### config.mk
export PLATFORM = sky130hd
export DESIGN_NAME = ds3_oh_monitor
export DESIGN_NICKNAME = d
export VERILOG_FILES = /design/src/rtl/ds3_oh_monitor.sv
export SDC_FILE = /design/constraint.sdc
export NUM_CORES = 1
export LEC_CHECK = 0
export BUFFER_PORTS_ARGS = -buffer_cell sky130_fd_sc_hd__buf_2
export CAP_MARGIN = 30
export CORE_UTILIZATION = 35
export DETAILED_ROUTE_END_ITERATION = 6
export SETUP_SLACK_MARGIN = 0.02
export SYNTH_ARGS = -nofsm -noshare
export SYNTH_HDL_FRONTEND = slang
export SYNTH_SLANG_ARGS = --single-unit
### constraint.sdc
create_clock -name clk -period 8.86 [get_ports clk]
set_clock_uncertainty 0.15 [all_clocks]
set_input_delay 1.329 -clock clk [delete_from_list [all_inputs] [get_ports clk]]
set_output_delay 1.329 -clock clk [all_outputs]
set_load 0.03 [all_outputs]
### src/rtl/ds3_oh_monitor.sv
module ds3_oh_monitor #(
  parameter int PAYLOAD_BITS = 84,
  parameter int BLOCKS       = 8,
  parameter int SUBFRAMES    = 7,
  parameter int CNT_W        = 16
) (
  input  logic       clk,
  input  logic       rst_n,
  input  logic       ser_bit,
  input  logic       bit_valid,
  input  logic       frame_start,
  input  logic       rd_en,
  input  logic [7:0] rd_addr,
  output logic [7:0] rd_data
);
  localparam int PW = $clog2(PAYLOAD_BITS + 1);
  localparam int BW = $clog2(BLOCKS);
  localparam int SW = $clog2(SUBFRAMES);
  localparam logic [7:0] A_STAT = 8'h11, A_IRQ = 8'h13, A_HI = 8'h58, A_LO = 8'h59;

  logic [PW-1:0] pay_q, pay_c;
  logic [BW-1:0] blk_q, blk_c;
  logic [SW-1:0] sub_q, sub_c;
  logic [1:0] febe_sh;
  logic [2:0] febe_q;
  logic aic_q, have_ref, aic_irq;
  logic [CNT_W-1:0] cnt;
  logic [15:0] cnt16;
  logic [7:0] hi_hold;

  assign pay_c = frame_start ? '0 : pay_q;
  assign blk_c = frame_start ? '0 : blk_q;
  assign sub_c = frame_start ? '0 : sub_q;

  wire oh_bit    = bit_valid && pay_c == '0;
  wire aic_hit   = oh_bit && sub_c == SW'(0) && blk_c == BW'(2);
  wire febe_sub  = oh_bit && sub_c == SW'(3);
  wire febe_take = febe_sub && (blk_c == BW'(2) || blk_c == BW'(4));
  wire febe_last = febe_sub && blk_c == BW'(6);
  wire [2:0] new_code = {febe_sh, ser_bit};
  wire cnt_max = &cnt;
  wire aic_chg = aic_hit && have_ref && ser_bit != aic_q;
  wire irq_rd  = rd_en && rd_addr == A_IRQ;

  always_ff @(posedge clk) begin
    if (!rst_n) begin
      pay_q <= '0; blk_q <= '0; sub_q <= '0;
    end else if (bit_valid) begin
      if (pay_c == PW'(PAYLOAD_BITS)) begin
        pay_q <= '0;
        if (blk_c == BW'(BLOCKS - 1)) begin
          blk_q <= '0;
          sub_q <= (sub_c == SW'(SUBFRAMES - 1)) ? '0 : sub_c + 1'b1;
        end else begin
          blk_q <= blk_c + 1'b1;
          sub_q <= sub_c;
        end
      end else begin
        pay_q <= pay_c + 1'b1;
        blk_q <= blk_c;
        sub_q <= sub_c;
      end
    end
  end

  always_ff @(posedge clk) begin
    if (!rst_n) begin
      febe_sh <= '0; febe_q <= '0; cnt <= '0;
    end else begin
      if (febe_take) febe_sh <= {febe_sh[0], ser_bit};
      if (febe_last) begin
        febe_q <= new_code;
        if (new_code != 3'b111 && !cnt_max) cnt <= cnt + 1'b1;
      end
    end
  end

  always_ff @(posedge clk) begin
    if (!rst_n) begin
      aic_q <= 1'b0; have_ref <= 1'b0; aic_irq <= 1'b0;
    end else begin
      if (aic_hit) begin
        aic_q    <= ser_bit;
        have_ref <= 1'b1;
      end
      if (aic_chg) aic_irq <= 1'b1;
      else if (irq_rd) aic_irq <= 1'b0;
    end
  end

  always_comb begin
    cnt16 = '0;
    cnt16[CNT_W-1:0] = cnt;
  end

  always_ff @(posedge clk) begin
    if (!rst_n) hi_hold <= '0;
    else if (rd_en && rd_addr == A_LO) hi_hold <= cnt16[15:8];
  end

  always_comb begin
    case (rd_addr)
      A_STAT:  rd_data = {4'b0, aic_q, febe_q};
      A_IRQ:   rd_data = {5'b0, aic_irq, 2'b0};
      A_HI:    rd_data = hi_hold;
      A_LO:    rd_data = cnt16[7:0];
      default: rd_data = 8'h00;
    endcase
  end

  assert_no_count_R4: assert property (@(posedge clk) disable iff (!rst_n)
    (febe_last && new_code == 3'b111) |=> $stable(cnt));
  assert_cnt_step_R5: assert property (@(posedge clk) disable iff (!rst_n)
    !$stable(cnt) |-> (cnt == $past(cnt) + 1'b1 && $past(febe_last)));
  assert_cnt_sat_R6: assert property (@(posedge clk) disable iff (!rst_n)
    cnt_max |=> cnt_max);
  assert_irq_cause_R8: assert property (@(posedge clk) disable iff (!rst_n)
    $rose(aic_irq) |-> aic_q != $past(aic_q));
  assert_irq_clear_R9: assert property (@(posedge clk) disable iff (!rst_n)
    (irq_rd && !aic_hit) |=> !aic_irq);
  assert_first_frame_R10: assert property (@(posedge clk) disable iff (!rst_n)
    (aic_hit && !have_ref) |=> !aic_irq);
endmodule

==> run_results.csv <==
group,metric,value,unit
setup_path,crit_top_cell,"buf_2",
global_routing,overflow,0,
final_layout,fin_area,2753,um^2
timing,setup_tns,0,ns
setup_path,reg2reg_from,"sub_q[0]",
yosys,synth.distinct_cells,49,
place,dp_hpwl,3.932,mm
clocking,htreeDepth,2,
clocking,cts_resized,0,
timing,setup_violations,0,
worst_hold_path,hold_class,"reg2reg",
yosys,synth-edff-count,0,
setup_path,r2r-end,"cnt[9]",
setup_path,ff2ff_setup_slack,6.03,ns
pwr,combPwrFrac,0.049,
clocking,cts-root-buf,"clkbuf_8",
pwr,irDropWorstVdd,0.00005300,V
yosys,yosysMostFrequentCell,"dfxtp_1",
setup_path,start_kind,"input port",
global_routing,grt_pass1_vias,2062,
timing,rsz0062_at_grt,"no",
timing,post-route-min-period,4.901,ns
yosys,syn_nets,327,
yosys,syn_inst,305,
yosys,synth-seq-cells,45,
setup_path,critical_path_class,"in2out",
detailed_routing,wl_per_cell,13.32,um
die,io-pin-count,22,
final_layout,fin_nets,344,
die,die_h,86.03,um
detailed_routing,drc_errors,0,
timing,relSlewSlack,0.3593,
global_routing,antenna_found_initial,0,
setup_path,crit_chain,"buf_2, or4b_2, nor3_2, a22oi_1, o21ai_0, buf_2",
timing,worst_slack,3.959,ns
setup_path,crit_slowest_cell,"nor3_2",
worst_hold_path,hold_start,"hi_hold[5]",
yosys,syn_area_per_cell,8.102,um^2
die,coreArea,6794,um^2
worst_hold_path,holdPathEnd,"hi_hold[5]",
pwr,power,350.1,uW
clocking,clkSlewWorstSetupHoldPaths,0.09,ns
clocking,post_cts_buffers,0,
place,dpl_cell_area,2663,um^2
setup_path,cp-end-kind,"output pin",
pwr,p_clk_frac,0.371,
timing,tightest_slew,0.9558,ns
global_routing,gr-usage-all-layers,0.1617,
pwr,switching_power,85.86,uW
place,routabilityCongestion,0.7746,
setup_path,path_max_fanout,17,
die,row_count,30,
final_layout,drive_gt1_frac,0.1331,
yosys,synth_top_area_cell,"dfxtp_1",
timing,period_share,0.5532,
detailed_routing,firstDrtPassIters,6,
yosys,yosysTopAreaCellShare,0.3646,
yosys,synth_area,2471,um^2
detailed_routing,ant_nets,0,
detailed_routing,drt_iter0_drc,118,
setup_path,worstRegToRegCells,8,
clocking,clk_latency,0.30,ns
die,die_x,86.03,um
timing,hold_viol,0,
die,dieArea,7400,um^2
run,maxCapViolations,0,
setup_path,worstPathRequired,7.38,ns
final_layout,num_antenna_cells,0,
detailed_routing,routed_wl,5.579,mm
global_routing,grt_pass1_wl,9.646,mm
run_status,status,"finished clean",
pwr,power.internal,264.3,uW
clocking,cts_buffer_depth,2,
timing,maxSlewViolCount,0,
place,port_buffers,21,
yosys,yosysSeqAreaShare,0.3646,
yosys,synth_commonest_cells,"dfxtp_1, nand2_1, nor2_1",
die,initial_core_util,0.3637,
pwr,p_seq_frac,0.580,
yosys,ys_async_sr_fraction,0,
timing,fmax,204.0,MHz
pwr,leakagePower,0.001008,uW
clocking,hold_buffers,0,
place,dp_slack,3.971,ns
pwr,swShare,0.2452,
timing,holdWs,0.3073,ns
yosys,synth_flop_cell,"dfxtp_1",
detailed_routing,viasPerCell,5.339,
pwr,power_density,127.2,nW/um^2
global_routing,grt_max_degree,36,
clocking,cts_buffers,5,
clocking,cts_tree,"built",
final_layout,synthToLayoutAreaGrowth,11.39,%
yosys,ys_top_cells_by_area,"dfxtp_1, nand2_1, nand3_1",
setup_path,worstPathArrival,3.42,ns
detailed_routing,vias,2237,
clocking,cts_sinks,45,
worst_hold_path,hold_path_depth,2,
setup_path,slowest_delay,0.75,ns
yosys,synth_warnings,0,
## through the flow
step / util / std cells
detailed placement: 0.3919 / 411
global route: 0.4052 / 419
floorplan: - / 305
global placement: 0.3912 / 410
finish: 0.4052 / 419
CTS: 0.4052 / 419
## flip-flops by register name, indices dropped and copies added (netlist names)
signal    count
sub_q         3
aic_irq       1
febe_q        3
febe_sh       2
cnt          16
pay_q         7
aic_q         1
blk_q         3
have_ref      1
hi_hold       8
## worst max-delay path: cells and delay by family
family,cells,cell delay [ns]
compound gates,2,0.34
simple gates,2,1.45
buf+inv,2,0.30
## power by group through the flow
stage / combinational (uW) / sequential (uW) / clock (uW)
3_3_place_gp: 16.9 / 208 / 0
2_1_floorplan: 11.1 / 208 / 0
5_1_grt: 19.3 / 203 / 143
4_1_cts: 17.3 / 203 / 135
3_5_place_dp: 17.2 / 208 / 0
6_report: 17.2 / 203 / 130
## cell families after synthesis
family,share of synthesized area
and+or+nand+nor,0.3225
AOI/OAI and AO/OA,0.1630
DFF,0.3646
buffers and inverters,0.04304
muxes,0.04506
adders and majority gates,0.04051
xor gates and xnor gates,0.02127
## layout make-up
cell class | instances | area (um^2)
clock buffers | 5 | 68.82
flip-flops and latches | 45 | 900.9
clock inverters | 3 | 21.27
inverters | 14 | 52.55
repair buffers | 24 | 125.1
multi-input cells | 232 | 1464
fillers | 722 | 4041
well taps | 96 | 120.1
## metal layers
| metal | up-vias | GRT usage | wire length, um |
|---|---|---|---|
| met1 | 1049 | 0.2113 | 2711 |
| met2 | 42 | 0.2670 | 2591 |
| met3 | 6 | 0.02791 | 206 |
| met4 | 0 | 0.05909 | 69 |
| li1 | 1140 | - | - |
| met5 | - | 0 | 0 |
## worst max-delay path by stage
stage                  to  cells past startpoint        from
6_report       rd_data[2]                      6  rd_addr[2]
5_1_grt        rd_data[2]                      6  rd_addr[2]
4_1_cts        rd_data[2]                      6  rd_addr[2]
3_5_place_dp   rd_data[2]                      6  rd_addr[2]
3_3_place_gp   rd_data[3]                      6  rd_addr[2]
2_1_floorplan  rd_data[2]                      3  rd_addr[2]
## placed cells by master, fill, tap and decap left out, drive strengths merged, types with 2 or more instances in the layout
cell,count
a21oi,20
a22o,4
a22oi,3
a31oi,3
a32oi,4
and2,3
and3,2
and4,3
buf,24
clkbuf,5
clkinv,2
dfxtp,45
ha,8
inv,14
mux2i,10
nand2,37
nand2b,9
nand3,25
nand3b,4
nand4,5
nor2,25
nor3,6
nor3b,2
nor4,10
o21a,2
o21ai,11
o22ai,2
o31ai,3
o32ai,2
or2,2
or3,7
or4,4
xnor2,3
xor2,3
Note: power is estimated with default switching activity, not from simulation.
